`src/rtl/stride_pf_pkg.sv`:
```
package stride_pf_pkg;
  localparam int CONF_W = 2;

  // Observations from the datapath about the current load.
  typedef struct packed {
    logic hit;
    logic strideSame;
    logic strideNonZero;
    logic strideInRange;
    logic sameLine;
    logic confReady;
  } obs_t;

  // Strobes from control into the datapath.
  typedef struct packed {
    logic alloc;
    logic train;
    logic confInc;
    logic loadOut;
  } ctrl_t;
endpackage

```
`src/rtl/stride_pf_datapath.sv`:
```
module stride_pf_datapath
  import stride_pf_pkg::*;
#(
  parameter int PC_W       = 32,
  parameter int ADDR_W     = 32,
  parameter int ENTRIES    = 16,
  parameter int MAX_STRIDE = 2048,
  parameter int LINE_BYTES = 64,
  parameter int ISSUE_CONF = 1
) (
  input  logic              clk,
  input  logic              rstN,
  input  logic [PC_W-1:0]   ldPc,
  input  logic [ADDR_W-1:0] ldAddr,
  input  ctrl_t             ctrl,
  output obs_t              obs,
  output logic [ADDR_W-1:0] pfAddr
);
  localparam int IDX_W   = $clog2(ENTRIES);
  localparam int LINE_SH = $clog2(LINE_BYTES);
  localparam logic [CONF_W-1:0] CONF_MAX = {CONF_W{1'b1}};
  localparam logic signed [ADDR_W-1:0] STRIDE_LIM = ADDR_W'(MAX_STRIDE);

  logic                     validQ    [ENTRIES];
  logic [PC_W-1:0]          tagQ      [ENTRIES];
  logic [ADDR_W-1:0]        lastAddrQ [ENTRIES];
  logic signed [ADDR_W-1:0] strideQ   [ENTRIES];
  logic [CONF_W-1:0]        confQ     [ENTRIES];
  logic [IDX_W-1:0]         ageQ      [ENTRIES];

  logic [ENTRIES-1:0] hitVec, victimVec;
  logic [IDX_W-1:0]   hitIdx, victimIdx, selIdx;
  logic               anyHit;
  logic signed [ADDR_W-1:0] newStride;
  logic [ADDR_W-1:0]  target;
  logic [CONF_W-1:0]  confBumped;

  for (genvar i = 0; i < ENTRIES; i++) begin : g_match
    assign hitVec[i]    = validQ[i] && (tagQ[i] == ldPc);
    assign victimVec[i] = (ageQ[i] == IDX_W'(ENTRIES - 1));
  end

  always_comb begin
    hitIdx    = '0;
    victimIdx = '0;
    for (int i = 0; i < ENTRIES; i++) begin
      if (hitVec[i])    hitIdx    = IDX_W'(i);
      if (victimVec[i]) victimIdx = IDX_W'(i);
    end
  end

  assign anyHit     = |hitVec;
  assign selIdx     = anyHit ? hitIdx : victimIdx;
  assign newStride  = ldAddr - lastAddrQ[hitIdx];
  assign target     = ldAddr + newStride;
  assign confBumped = (confQ[hitIdx] == CONF_MAX) ? CONF_MAX : confQ[hitIdx] + 1'b1;

  always_comb begin
    obs.hit           = anyHit;
    obs.strideSame    = (newStride == strideQ[hitIdx]);
    obs.strideNonZero = (newStride != '0);
    obs.strideInRange = (newStride <= STRIDE_LIM) && (newStride >= -STRIDE_LIM);
    obs.sameLine      = (target[ADDR_W-1:LINE_SH] == ldAddr[ADDR_W-1:LINE_SH]);
    obs.confReady     = (confBumped >= CONF_W'(ISSUE_CONF));
  end

  always_ff @(posedge clk) begin
    if (!rstN) begin
      for (int i = 0; i < ENTRIES; i++) begin
        validQ[i]    <= 1'b0;
        tagQ[i]      <= '0;
        lastAddrQ[i] <= '0;
        strideQ[i]   <= '0;
        confQ[i]     <= '0;
        ageQ[i]      <= IDX_W'(i);
      end
      pfAddr <= '0;
    end else begin
      if (ctrl.alloc) begin
        validQ[selIdx]    <= 1'b1;
        tagQ[selIdx]      <= ldPc;
        lastAddrQ[selIdx] <= ldAddr;
        strideQ[selIdx]   <= '0;
        confQ[selIdx]     <= '0;
      end else if (ctrl.train) begin
        lastAddrQ[selIdx] <= ldAddr;
        strideQ[selIdx]   <= newStride;
        confQ[selIdx]     <= ctrl.confInc ? confBumped : '0;
      end
      if (ctrl.alloc || ctrl.train) begin
        for (int j = 0; j < ENTRIES; j++) begin
          if (IDX_W'(j) == selIdx)        ageQ[j] <= '0;
          else if (ageQ[j] < ageQ[selIdx]) ageQ[j] <= ageQ[j] + 1'b1;
        end
      end
      if (ctrl.loadOut) pfAddr <= target;
    end
  end

  p_victim_unique_r9: assert property (@(posedge clk) disable iff (!rstN)
    $countones(victimVec) == 1);

  p_hit_unique_r2: assert property (@(posedge clk) disable iff (!rstN)
    $onehot0(hitVec));

  p_other_line_r8: assert property (@(posedge clk) disable iff (!rstN)
    ctrl.loadOut |=> pfAddr[ADDR_W-1:LINE_SH] != $past(ldAddr[ADDR_W-1:LINE_SH]));
endmodule

```
`src/rtl/stride_pf_control.sv`:
```
module stride_pf_control
  import stride_pf_pkg::*;
(
  input  logic  clk,
  input  logic  rstN,
  input  logic  ldValid,
  input  logic  pfReady,
  input  obs_t  obs,
  output ctrl_t ctrl,
  output logic  pfValid
);
  logic issueCand;

  always_comb begin
    issueCand = ldValid && obs.hit && obs.strideSame && obs.strideNonZero &&
                obs.strideInRange && !obs.sameLine && obs.confReady;
    ctrl.alloc   = ldValid && !obs.hit;
    ctrl.train   = ldValid && obs.hit;
    ctrl.confInc = obs.strideSame && obs.strideNonZero;
    ctrl.loadOut = issueCand && (!pfValid || pfReady);
  end

  always_ff @(posedge clk) begin
    if (!rstN)             pfValid <= 1'b0;
    else if (ctrl.loadOut) pfValid <= 1'b1;
    else if (pfReady)      pfValid <= 1'b0;
  end

  p_stall_hold_r10: assert property (@(posedge clk) disable iff (!rstN)
    (pfValid && !pfReady) |=> pfValid);

  p_accept_clear_r11: assert property (@(posedge clk) disable iff (!rstN)
    (pfValid && pfReady && !ctrl.loadOut) |=> !pfValid);

  p_zero_never_r6: assert property (@(posedge clk) disable iff (!rstN)
    (ldValid && !obs.strideNonZero && !pfValid) |=> !pfValid);

  p_range_r5: assert property (@(posedge clk) disable iff (!rstN)
    (ldValid && obs.hit && !obs.strideInRange && !pfValid) |=> !pfValid);
endmodule

```
`src/rtl/stride_prefetcher.sv`:
```
module stride_prefetcher
  import stride_pf_pkg::*;
#(
  parameter int PC_W       = 32,
  parameter int ADDR_W     = 32,
  parameter int ENTRIES    = 16,
  parameter int MAX_STRIDE = 2048,
  parameter int LINE_BYTES = 64,
  parameter int ISSUE_CONF = 1
) (
  input  logic              clk,
  input  logic              rstN,
  input  logic              ldValid,
  input  logic [PC_W-1:0]   ldPc,
  input  logic [ADDR_W-1:0] ldAddr,
  output logic              pfValid,
  input  logic              pfReady,
  output logic [ADDR_W-1:0] pfAddr
);
  obs_t  obs;
  ctrl_t ctrl;

  stride_pf_datapath #(
    .PC_W(PC_W), .ADDR_W(ADDR_W), .ENTRIES(ENTRIES),
    .MAX_STRIDE(MAX_STRIDE), .LINE_BYTES(LINE_BYTES), .ISSUE_CONF(ISSUE_CONF)
  ) u_dp (
    .clk(clk), .rstN(rstN), .ldPc(ldPc), .ldAddr(ldAddr),
    .ctrl(ctrl), .obs(obs), .pfAddr(pfAddr)
  );

  stride_pf_control u_ctl (
    .clk(clk), .rstN(rstN), .ldValid(ldValid), .pfReady(pfReady),
    .obs(obs), .ctrl(ctrl), .pfValid(pfValid)
  );

  p_stall_addr_r10: assert property (@(posedge clk) disable iff (!rstN)
    (pfValid && !pfReady) |=> $stable(pfAddr));
endmodule

```
`config.mk`:
```
export PLATFORM = sky130hd
export DESIGN_NAME = stride_prefetcher
export DESIGN_NICKNAME = d
export VERILOG_FILES = /design/src/rtl/stride_pf_pkg.sv /design/src/rtl/stride_pf_datapath.sv /design/src/rtl/stride_pf_control.sv /design/src/rtl/stride_prefetcher.sv
export SDC_FILE = /design/constraint.sdc
export NUM_CORES = 2
export LEC_CHECK = 0
export BUFFER_PORTS_ARGS = -buffer_cell sky130_fd_sc_hd__buf_2
export CORE_MARGIN = 5
export CORE_UTILIZATION = 30
export CTS_CLUSTER_DIAMETER = 100
export DETAILED_ROUTE_END_ITERATION = 8
export GPL_TIMING_DRIVEN = 1
export PLACE_DENSITY = 0.54
export SLEW_MARGIN = 20
export SYNTH_ARGS = -nofsm -noshare
export SYNTH_HDL_FRONTEND = slang
export SYNTH_HIERARCHICAL = 1
export SYNTH_SLANG_ARGS = --single-unit
```
`constraint.sdc`:
```
create_clock -name clk -period 14.5 [get_ports clk]
set_input_delay 1.45 -clock clk [delete_from_list [all_inputs] [get_ports clk]]
set_output_delay 1.45 -clock clk [all_outputs]
set_load 0.01 [all_outputs]
```
# After elaboration in Yosys (flattened, before gate mapping)
# Memory sizes are Yosys's and may differ from the RTL's.
# Cells that the tools add are included.
# W data, S select, Z words.
dict set report totals {
  elab_cells 407
  reg_bits 33
  ram_bits 1648
  out_inout_bits 33
  mem_count 6
}
dict set report op_classes {
  add_sub_neg 19
  n_lt_le_gt_ge 19
  eq_ne 49
  muxes 237
  bitwise_logic 35
  reduce_logical 40
}
# memory depth word_bits read_ports rd_clocked_by_memory_dff write_ports line_no
set mem_list {}
lappend mem_list {u_dp.lastAddrQ 16 32 1 0 16 stride_pf_datapath.sv:26} ;# logic [ADDR_W-1:0] lastAddrQ [ENTRIES];
lappend mem_list {u_dp.strideQ 16 32 1 0 16 stride_pf_datapath.sv:27} ;# logic signed [ADDR_W-1:0] strideQ [ENTRIES];
lappend mem_list {u_dp.tagQ 16 32 16 0 16 stride_pf_datapath.sv:25} ;# logic [PC_W-1:0] tagQ [ENTRIES];
lappend mem_list {u_dp.ageQ 16 4 17 0 16 stride_pf_datapath.sv:29} ;# logic [IDX_W-1:0] ageQ [ENTRIES];
lappend mem_list {u_dp.confQ 16 2 1 0 16 stride_pf_datapath.sv:28} ;# logic [CONF_W-1:0] confQ [ENTRIES];
lappend mem_list {u_dp.validQ 16 1 16 0 16 stride_pf_datapath.sv:24} ;# logic validQ [ENTRIES];
# op n
set ops {}
lappend ops {{$eq A32 B32 Y1} 17}
lappend ops {{$mux W4} 54}
lappend ops {{$mux W1} 162}
lappend ops {{$mux W32} 5}
lappend ops {{$reduce_or A32 Y1} 3}
lappend ops {{$add A4 B1 Y4 const B} 16}
lappend ops {{$lt A4 B4 Y1} 16}
lappend ops {{$eq A4 B4 Y1 const B} 15}
lappend ops {{$or A1 B1 Y1} 35}
lappend ops {{$add A32 B32 Y32} 1}
lappend ops {{$eq A4 B4 Y1 const A} 8}
lappend ops {{$ge A32 B12 Y1 const B} 1}
lappend ops {{$le A32 B13 Y1 const B} 1}
lappend ops {{$reduce_bool A32 Y1} 1}
lappend ops {{$sub A32 B32 Y32} 1}
lappend ops {{$eq A26 B26 Y1} 1}
lappend ops {{$logic_and A1 B1 Y1} 26}
lappend ops {{$mux W3} 8}
lappend ops {{$eq A3 B4 Y1 const A} 4}
lappend ops {{$mux W2} 8}
lappend ops {{$reduce_or A16 Y1} 1}
lappend ops {{$eq A2 B4 Y1 const A} 2}
lappend ops {{$eq A1 B4 Y1 const A} 1}
lappend ops {{$logic_not A4 Y1} 1}
lappend ops {{other kinds (8)} 11}

# Depth between registers and ports, before layout
# An unclocked memory read counts as a cell.
dict set report logic_depth {
  ltp_word 28
  mapped_depth 56
  ltp_nobuf 45
}

# Modules after synthesis
# Netlist, hierarchy kept.
# module area_each_um2 instances seq_area_each_um2 cells_each
set modules_own_cells {}
lappend modules_own_cells {stride_pf_datapath 84626.2 1 49007.0 7756}
lappend modules_own_cells {stride_pf_control 96.3 1 20.0 10}

# Least setup slack after synthesis
# No wires, ideal clock.
dict set report synth_path {
  path_type {input to register}
  startpoint {input port ldPc[14]}
  endpoint {register u_dp.pfAddr[10]}
  t_required_ns 14.383
  setup_slack_ns 1.991
  path_stages 55
  t_arrival_ns 12.393
  path_cell_list {clkbuf_1 > buf_2 > clkbuf_1 > xnor2_1 > nand4b_1 > nor4b_1 > nand4_1 > o21ai_0 > o21a_1 > clkbuf_1 > buf_2 > buf_2 > clkbuf_1 > buf_2 > clkbuf_1 > nand2_1 > a311oi_1 > a31o_2 > [19 not listed] > xnor2_1 > or2_2 > nor2_1 > a2111oi_0 > nand4_1 > or4_1 > nor4_1 > nand4_1 > nor4_1 > nand4_1 > or4_1 > nor4_1 > nand3b_1 > nor3_2 > clkbuf_1 > buf_1 > mux2i_1 > nor2b_1}
}
# item line_no
set synth_rtl {}
lappend synth_rtl {{from (decl)} stride_prefetcher.sv:14} ;# input logic [PC_W-1:0] ldPc,
lappend synth_rtl {{to (signal assigned)} stride_pf_datapath.sv:96} ;# if (ctrl.loadOut) pfAddr <= target;
lappend synth_rtl {{to (decl)} stride_pf_datapath.sv:17} ;# output logic [ADDR_W-1:0] pfAddr

==> results.md <==
* Tcrit/Tclk final at between 90% and 100%
* Syn_area_per_cell at between 10 and 15 um^2
* Overall routing resource usage at between 10% and 20%
* Worst flop-to-flop path startpoint: u_dp/tagQ[11][7]
* Max VDD drop at 201 uV
* Grt ovf at 0
* Num CTS Buffers at ~190
* Buffers on Ports at 100
* Sink Count at 1649
* Max cap viols at 0
* Outcome: completed
* NetSw at between 6 and 7 mW
* Critical path origin: ldPc[2]
* Initial antenna violation count at 20
* First-pass GRT wire length at 434000 um
* Avg WL per Cell at approximately 26 um
* Pre-CTS setup slack at 723 ps
* Arr. time, crit path at around 14000 ps
* Clock transition at path regs at ~60 ps
* Layout Area Growth over Synthesis at 13.0%
* Die area at around 290000 um^2
* Final wirelength at 303000 um
* Worst Clk Skew at 95.2 ps
* Startpoint class of the critical path: input pin
* Final hold vios at 0
* Starting DRT DRC Count at ~7000
* Final net count at 7874
* Clock root cell: clkbuf_16
* Static leakage at between 30 and 40 nW
* Flop pwr share at about two fifths
* Flop-to-flop setup slack at approximately 2200 ps
* Insertion delay to the later sink of the worst-skew pair at between 800 and 900 ps
* Crit-path max FO at 47
* Synth Warn # at 6
* Cts repair resizes at 0
* Height of the die at 541 um
* GPL Wtd Cong at just over 0.9
* Kind of critical path: input pin to flop
* Clock Tree Buf Depth at 4
* Pins Over Slew Limit at 0
* Clk pwr share at 27.7%
* Setup crit end kind: flop
* Internal power at 10.4 mW
* Largest net degree at the start of global routing at ~120
* Reg-to-Reg End: u_dp/pfAddr[26]
* Cells after synthesis at just under 8000
* DR vias at 63082
* Post-DP HPWL at between 150000 and 200000 um
* Worst setup margin at roughly 1300 ps
* CTS tree: done
* Post-CTS setup buffers at 0
* Ports at 101
* RSZ-0062 raised after global routing: false
* Fill count at ~28000
* Hold crit path type: flop to flop
* Router iterations before antenna repair at 6
* Post-route minimum period at 13170 ps
* Vias in the first global route at a little over 60000
* Power density over the cells at around 170 nW/um^2
* Final setup fails at 0
* Cell area after layout at between 90000 and 100000 um^2
* Combinational share of power at around a third
* Residual DRC at 0
* Max stage delay cell, worst path: buf_2
* Switching Fraction at 37.0%
* Max incr delay on CP at ~700 ps
* Die Span X at 541 um
* R2r worst-path depth at 46
* Setup TNS at 0 ps
* Post-Syn Nets at around 8000
* DP Area at 89900 um^2
* Worst slew pin tran at about 1200 ps
* CP Data Required Time at between 15000 and 20000 ps
* Initial Util at a little under a third
* H-tree levels at 4
* Row count at roughly 200
* Share of cells above drive strength 1 at under 10%
* Core region area at ~280000 um^2
* Via-per-instance ratio at approximately 5.5
* Synth Cell Area at 84700 um^2
* Post-route ant nets at 0
* Hold_buf cts at 0
* Critical path endpoint: u_dp/pfAddr[26]
* Worst slew margin at roughly 21%
* F_max at roughly 0.076 GHz
-- power groups by stage --
stage | Combinational, mW | Clock, mW | Sequential (mW)
after floorplan | 3.33 | 0 | 6.41
after global placement | 5.36 | 0 | 6.46
after detailed placement | 5.47 | 0 | 6.48
after CTS | 5.50 | 4.68 | 6.39
after global routing | 5.97 | 4.86 | 6.44
final | 5.57 | 4.59 | 6.39
-- registers in the layout, indices dropped and copies added (netlist names) --
register,flops
u_dp/strideQ,512
u_dp/validQ,16
u_ctl/pfValid,1
u_dp/tagQ,512
u_dp/ageQ,64
u_dp/pfAddr,32
u_dp/lastAddrQ,512
-- area by class of cell --
type,count,area (um^2),share of cell area (%)
sequential,1649,49000,51.2
multi-input combinational,5427,33500,35.0
clock inverter,84,722,0.754
clock buffer,242,5010,5.23
antenna,10,25.0,0.0261
timing repair buffer,362,2600,2.71
inverter,48,180,0.188
tap,3743,4680,4.89
-- worst min path at each step --
| stage | start | to | slack [ps] | depth (start not counted) |
|---|---|---|---|---|
| floorplan | u_dp/validQ[2] | u_dp/validQ[2] | 420 | 1 |
| global placement | u_dp/validQ[2] | u_dp/validQ[2] | 440 | 1 |
| detailed placement | u_dp/validQ[2] | u_dp/validQ[2] | 450 | 1 |
| CTS | u_dp/validQ[2] | u_dp/validQ[2] | 470 | 1 |
| global route | u_dp/validQ[2] | u_dp/validQ[2] | 490 | 1 |
| finish | u_dp/validQ[2] | u_dp/validQ[2] | 470 | 1 |
-- placed cells by master (no fill, tap or decap), types with 36 or more instances in the layout --
cell type	n
a31oi_1	90
nand3_1	326
o211ai_1	39
nor3_1	83
and3_1	455
edfxtp_1	1600
xnor2_1	269
inv_1	43
mux2i_1	107
dfxtp_1	49
a21o_1	70
buf_2	99
clkbuf_16	190
a211oi_1	38
clkinv_1	39
nand2_1	1033
a311oi_1	109
ha_1	129
buf_4	252
xor2_1	410
and2_1	671
o21ai_0	92
nand2b_1	36
clkbuf_1	46
nor2_1	638
nor2b_1	37
nor4_1	192
a21oi_1	109
nand4_1	84
-- stage by stage --
stage	std cells	total power [mW]	hold slack (ps)	util [%]
after floorplan	7765	9.74	420	-
after global placement	11229	11.8	444	31.9
after detailed placement	11229	11.9	454	31.9
after CTS	11555	16.6	470	33.9
after global routing	11556	17.3	492	34.0
final	11565	16.5	473	34.0
-- worst max-delay path: cells and delay by family --
kind / cells / cell delay (ps)
compound gates: 14 / 3890
xor+xnor: 3 / 680
fa+ha+maj: 2 / 750
buf+inv: 4 / 1550
mux: 1 / 230
simple gates: 23 / 5220
-- routing by layer --
layer  vias to the layer above  track usage, %  share of wire, %
met5                         -               0             0.011
met4                         6            6.61               3.4
met3                       538            2.80               8.1
met2                      3021            32.2                46
met1                     31932            27.3                42
li1                      27585               -                 -
Power figures use the tool's default switching activity.
